### config.mk
export PLATFORM = sky130hd
export DESIGN_NAME = irq_tree_agg
export DESIGN_NICKNAME = d
export VERILOG_FILES = /design/src/rtl/irqagg_pkg.sv /design/src/rtl/irqagg_sync2.sv /design/src/rtl/irqagg_block.sv /design/src/rtl/irq_tree_agg.sv
export SDC_FILE = /design/constraint.sdc
export NUM_CORES = 2
export LEC_CHECK = 0
export BUFFER_PORTS_ARGS = -buffer_cell sky130_fd_sc_hd__buf_2
export CAP_MARGIN = 20
export CORE_ASPECT_RATIO = 0.8
export CORE_UTILIZATION = 45
export DETAILED_ROUTE_END_ITERATION = 10
export SLEW_MARGIN = 30
export SYNTH_ARGS = -nofsm -noshare
export SYNTH_HDL_FRONTEND = slang
export SYNTH_HIERARCHICAL = 1
export SYNTH_SLANG_ARGS = --single-unit
### constraint.sdc
create_clock -name clk -period 75.8 [get_ports clk]
set_input_delay 0 -clock clk [delete_from_list [all_inputs] [get_ports clk]]
set_output_delay 0 -clock clk [all_outputs]
set_load 0.03 [all_outputs]
### src/rtl/irqagg_pkg.sv
package irqagg_pkg;
  localparam int BLK_W = 8;

  localparam logic [15:0] OFS_ROOT = 16'd0;
  localparam logic [15:0] OFS_MST0 = 16'd1;
  localparam logic [15:0] OFS_SEL  = 16'd5;
  localparam logic [15:0] OFS_STAT = 16'd6;
  localparam logic [15:0] OFS_CFG  = 16'd7;
  localparam logic [15:0] OFS_LIVE = 16'd8;
  localparam logic [15:0] OFS_LAST = 16'd8;

  localparam int CB_LVL    = 0;
  localparam int CB_MFE    = 1;
  localparam int CB_MRE    = 2;
  localparam int CB_CLR    = 3;
  localparam int CB_IDX_LO = 4;
  localparam int CB_WE     = 7;

  typedef struct packed {
    logic clr;
    logic mre;
    logic mfe;
    logic lvl;
  } trig_cmd_t;
endpackage

### src/rtl/irqagg_sync2.sv
module irqagg_sync2 #(
  parameter int W = 8
) (
  input  logic         clk,
  input  logic         rst_n,
  input  logic [W-1:0] d_i,
  output logic [W-1:0] q_o
);
  logic [W-1:0] s1_q, s2_q;

  always_ff @(posedge clk or negedge rst_n) begin
    if (!rst_n) begin
      s1_q <= '0;
      s2_q <= '0;
    end else begin
      s1_q <= d_i;
      s2_q <= s1_q;
    end
  end

  assign q_o = s2_q;
endmodule

### src/rtl/irqagg_block.sv
module irqagg_block
  import irqagg_pkg::*;
#(
  parameter int IW = $clog2(BLK_W)
) (
  input  logic             clk,
  input  logic             rst_n,
  input  logic [BLK_W-1:0] lvl_i,
  input  logic             cfg_we,
  input  logic [IW-1:0]    cfg_idx,
  input  trig_cmd_t        cmd,
  output logic [BLK_W-1:0] stat_o,
  output logic [BLK_W-1:0] fmask_o,
  output logic             pend_o
);
  for (genvar i = 0; i < BLK_W; i++) begin : g_bit
    logic prev_q, lvl_q, mfe_q, mre_q, st_q;
    logic hit, set, st_d;

    // next state: trigger detect, clear priority
    always_comb begin
      hit = cfg_we && (cfg_idx == IW'(i));
      if (lvl_q) set = (!mre_q && lvl_i[i]) || (!mfe_q && !lvl_i[i]);
      else       set = (!mre_q && lvl_i[i] && !prev_q) ||
                       (!mfe_q && !lvl_i[i] && prev_q);
      st_d = (hit && cmd.clr) ? 1'b0 : (st_q || set);
    end

    always_ff @(posedge clk or negedge rst_n) begin
      if (!rst_n) begin
        prev_q <= 1'b0;
        lvl_q  <= 1'b0;
        mfe_q  <= 1'b1;
        mre_q  <= 1'b1;
        st_q   <= 1'b0;
      end else begin
        prev_q <= lvl_i[i];
        st_q   <= st_d;
        if (hit) begin
          lvl_q <= cmd.lvl;
          mfe_q <= cmd.mfe;
          mre_q <= cmd.mre;
        end
      end
    end

    assign stat_o[i]  = st_q;
    assign fmask_o[i] = mfe_q && mre_q;
  end

  assign pend_o = |(stat_o & ~fmask_o);
endmodule

### src/rtl/irq_tree_agg.sv
module irq_tree_agg
  import irqagg_pkg::*;
#(
  parameter int          NUM_IN    = 256,
  parameter logic [15:0] BASE_ADDR = 16'h01BB
) (
  input  logic              clk,
  input  logic              rst_n,
  input  logic [NUM_IN-1:0] irq_src,
  input  logic [15:0]       addr,
  input  logic              wr_en,
  input  logic [7:0]        wr_data,
  input  logic              rd_en,
  output logic [7:0]        rd_data,
  output logic              irq_o
);
  localparam int NBLK = NUM_IN / BLK_W;
  localparam int NMST = (NBLK + BLK_W - 1) / BLK_W;
  localparam int IW   = $clog2(BLK_W);

  // reset: asserted asynchronously, released after two edges
  logic [1:0] rs_q;
  logic       rst_int_n;
  always_ff @(posedge clk or negedge rst_n) begin
    if (!rst_n) rs_q <= 2'b00;
    else        rs_q <= {rs_q[0], 1'b1};
  end
  assign rst_int_n = rs_q[1];

  logic [NUM_IN-1:0]       src_s, stat_all, fmask_all;
  logic [NMST*BLK_W-1:0]   blk_pend;
  logic [7:0]              sel_q, sel_d, rd_d, root, sel_stat, sel_live;
  logic [15:0]             ofs;
  logic                    in_win, sel_ok, cfg_hit;
  trig_cmd_t               cmd;

  irqagg_sync2 #(.W(NUM_IN)) u_sync (
    .clk  (clk),
    .rst_n(rst_int_n),
    .d_i  (irq_src),
    .q_o  (src_s)
  );

  // address decode and config command
  always_comb begin
    ofs     = addr - BASE_ADDR;
    in_win  = (ofs <= OFS_LAST);
    sel_ok  = (int'(sel_q) < NBLK);
    cfg_hit = wr_en && in_win && (ofs == OFS_CFG) && wr_data[CB_WE] && sel_ok;
    cmd     = '{clr: wr_data[CB_CLR], mre: wr_data[CB_MRE],
                mfe: wr_data[CB_MFE], lvl: wr_data[CB_LVL]};
    sel_d   = (wr_en && in_win && (ofs == OFS_SEL)) ? wr_data : sel_q;
  end

  for (genvar b = 0; b < NBLK; b++) begin : g_blk
    irqagg_block #(.IW(IW)) u_blk (
      .clk    (clk),
      .rst_n  (rst_int_n),
      .lvl_i  (src_s[b*BLK_W +: BLK_W]),
      .cfg_we (cfg_hit && (sel_q == 8'(b))),
      .cfg_idx(wr_data[CB_IDX_LO +: IW]),
      .cmd    (cmd),
      .stat_o (stat_all[b*BLK_W +: BLK_W]),
      .fmask_o(fmask_all[b*BLK_W +: BLK_W]),
      .pend_o (blk_pend[b])
    );
  end

  if (NMST * BLK_W > NBLK) begin : g_pad
    assign blk_pend[NMST*BLK_W-1:NBLK] = '0;
  end

  // root summary and selected-block views
  always_comb begin
    root = '0;
    for (int m = 0; m < NMST; m++) root[m+1] = |blk_pend[m*BLK_W +: BLK_W];
    sel_stat = '0;
    sel_live = '0;
    for (int b = 0; b < NBLK; b++) begin
      if (sel_q == 8'(b)) begin
        sel_stat = stat_all[b*BLK_W +: BLK_W];
        sel_live = src_s[b*BLK_W +: BLK_W];
      end
    end
  end

  // read mux
  always_comb begin
    rd_d = '0;
    if (in_win) begin
      if (ofs == OFS_ROOT)      rd_d = root;
      else if (ofs == OFS_SEL)  rd_d = sel_q;
      else if (ofs == OFS_STAT) rd_d = sel_stat;
      else if (ofs == OFS_LIVE) rd_d = sel_live;
      for (int m = 0; m < NMST; m++)
        if (ofs == OFS_MST0 + 16'(m)) rd_d = blk_pend[m*BLK_W +: BLK_W];
    end
  end

  always_ff @(posedge clk or negedge rst_int_n) begin
    if (!rst_int_n) begin
      sel_q   <= '0;
      rd_data <= '0;
    end else begin
      sel_q <= sel_d;
      if (rd_en) rd_data <= rd_d;
    end
  end

  assign irq_o = |root;
endmodule

==> results by group <==
Yosys
  – Post-synthesis cell count: 5862
  – Ys Warns: 6
  – Synthesized Nets: 6146
  – Syn avg cell area: 13.4 µm²
  – Syn Std Cell Area: 0.0787 mm²

Timing
  – Count of endpoints failing setup in the final report: 0
  – Clock Skew: 63.7 ps
  – Fin crit period: 5300 ps
  – Relative slew margins: 0.190
  – Final Hold Vio Count: 0
  – Max Clk Rate: 189 MHz
  – Max Slew Vio Count: 0
  – Setup TNS: 0 ps
  – RSZ-0062 raised after global routing: false
  – Final Cycle Share: 0.0700
  – Worst-Margin Slew: 1180 ps

Pwr
  – Leak: 37.7 nW
  – P_sw: 483 µW
  – Clock Power Share: 0.460
  – Peak VDD IR: 19.6 µV
  – Logic pwr share: 0.050
  – Pwr dens: 22.2 mW/mm²
  – Sw Ratio: 0.233
  – Sequential power share: 0.490
  – Pwr Total: 2.07 mW
  – Pint: 1.58 mW

GRT
  – Met2 usage: 0.408
  – Number of global-route vias before repair: 53500
  – GRT busiest layer: met1
  – GRT Overall Usage: 0.281
  – Met1 Usage GRT: 0.408
  – Pin count of the biggest net entering global routing: 187
  – Initial antenna violation count: 12
  – GR Layer Usage met3: 0.0659
  – First-pass GRT wire length: 367000 µm
  – Overflow after GRT: 0

Flow run
  – Max-Cap Viols: 0

Final layout
  – Area of the multi-input gates: 0.0299 mm²
  – # fillers: 14200
  – Share of cells above drive strength 1: 0.324
  – Area grow syn2layout: 18.6%
  – Register Area: 0.0459 mm²
  – Nets@finish: 6874

Clock tree
  – Skew-Pair Late Insertion Delay: 860 ps
  – Total CTS buffers: 180
  – CTS root buf: clkbuf_16
  – Clk pin slew, worst setup/hold paths: 70 ps
  – CTS tree: done
  – Clock buffer depth: 3
  – CTS H-tree lvls: 4
  – Clock Sinks: 1810

Placed design
  – Final Wtd Congestion: 1.00
  – Dpl hpwl: 164000 µm
  – IO Port Bufs: 292

Status
  – Status: finished, final reports clean

Die
  – Core Box Area: 0.173 mm²
  – Die height: 376 µm
  – Die width: 469 µm
  – I/O Pins: 293
  – Total die area: 0.177 mm²
  – Initial Util: 0.455
  – Cell row count: 136

Worst setup path
  – Critical Path Max Stage Delay: 890 ps
  – Critical path launch point type: register
  – Worst-path cell chain: buf_12, buf_4, mux4_2, a2bb2oi_1, a21boi_0, o2111ai_1, o21ai_1, nand4b_1, a21o_1, dlygate4sd3_1
  – Worst setup path class: reg -> reg
  – Critical path's top delay family: compound AO/OA/AOI/OAI gates
  – Critical path endpoint category: register
  – WP data required: 76540 ps
  – Crit path max fanout: 80
  – Worst path slowest cell: a2bb2oi_1
  – Critical Path AT: 6040 ps
  – Buf/Inv on CP: 3

Drt
  – DR iter-0 viols: 5565
  – Drt total wl: 249000 µm
  – Drt via density: 5.90
  – Wirelength per Cell: 27.6 µm
  – Post-route ant nets: 0
  – Routed via count: 53200
  – DR pass1 iterations: 6
  – Drt drc: 0

Min path
  – Hold Crit Class: in -> async
-- per-layer routing --
| layer | vias up | routed length [µm] |
|---|---|---|
| met2 | 2113 | 107000 |
| met5 | - | 27 |
| met4 | 4 | 9840 |
| li1 | 22900 | - |
| met1 | 27700 | 112000 |
| met3 | 458 | 20600 |
-- final timing paths --
check	startpoint	end	slack [ps]	depth (start not counted)
worst max-delay path	sel_q[0]	rd_data[2]	70500	10
worst min register to register	u_sync/s1_q[203]	u_sync/q_o[203]	330	0
worst min-delay path	rst_n	rs_q[0]	40	3
worst max register to register	sel_q[0]	rd_data[2]	70500	10
max in group asynchronous	rs_q[1]	u_sync/q_o[68]	71510	6
min in group clk	wr_data[5]	g_blk[8].u_blk/g_bit[6].st_q	100	3
-- state kept, by name, summed over array words and instances (netlist names), 8 cells and up --
name / count
g_blk.u_blk/g_bit.lvl_q: 256
g_blk.u_blk/g_bit.mfe_q: 256
g_blk.u_blk/g_bit.mre_q: 256
g_blk.u_blk/g_bit.prev_q: 256
g_blk.u_blk/g_bit.st_q: 256
rd_data: 8
sel_q: 8
u_sync/q_o: 256
u_sync/s1_q: 256
-- layout make-up --
cell class / instances / share of cell area
Timing Repair Buffer: 908 / 0.0835
Antenna cell: 3 / 0.0000805
Inverter: 109 / 0.00439
Multi-Input combinational cell: 3581 / 0.321
Clock buffer: 259 / 0.0558
Tap cell: 2277 / 0.0305
Clock inverter: 77 / 0.0122
Sequential cell: 1810 / 0.493
-- per-stage QoR --
stage          instance area (µm²)  worst slack (ps)  utilization  hold WS, ps  std cells
2_1_floorplan                78700             22500            -         -296       5862
3_3_place_gp                 81300             70960        0.471         -212       8142
3_5_place_dp                 81300             71060        0.471         -211       8144
4_1_cts                      93000             70780        0.539         15.1       9013
5_1_grt                      93300             70600        0.540         23.3       9021
6_report                     93300             70500        0.540         41.3       9024
-- power by group through the flow --
stage / sequential (mW) / combinational, mW / clock (mW)
2_1_floorplan: 1.03 / 0.0243 / 0
3_3_place_gp: 1.03 / 0.0800 / 0
3_5_place_dp: 1.03 / 0.0807 / 0
4_1_cts: 1.01 / 0.102 / 0.970
5_1_grt: 1.01 / 0.112 / 1.01
6_report: 1.01 / 0.103 / 0.951
-- tightest hold or removal path, delay by kind of cell --
| kind | cells | cell delay (ps) |
|---|---|---|
| buffers and inverters | 3 | 1200 |
-- repair_timing --
| item | in CTS | in global routing |
|---|---|---|
| setup buffers | 0 | 0 |
| endpoints found under the hold margin | 440 | 37 |
| gates resized for setup | 0 | 0 |
| hold buffers | 533 | 1 |
| setup endpoints to repair | 0 | 0 |
-- layout by cell type, fill, tap and decap left out, types with 96 or more instances in the layout --
master and count:
nor3_1 215, dlygate4sd3_1 534, nor2_1 285, mux2_4 288
nand2_1 346, nand4b_1 99, inv_1 106, and4bb_4 96
buf_2 285, o32a_1 131, dfrtp_1 1295, clkbuf_16 182
nor3b_1 194, a22oi_1 159, dfstp_2 512, mux2_2 510
mux2i_1 99, nor2b_1 207, o21ai_0 124
(Power assumes the default switching activity.)
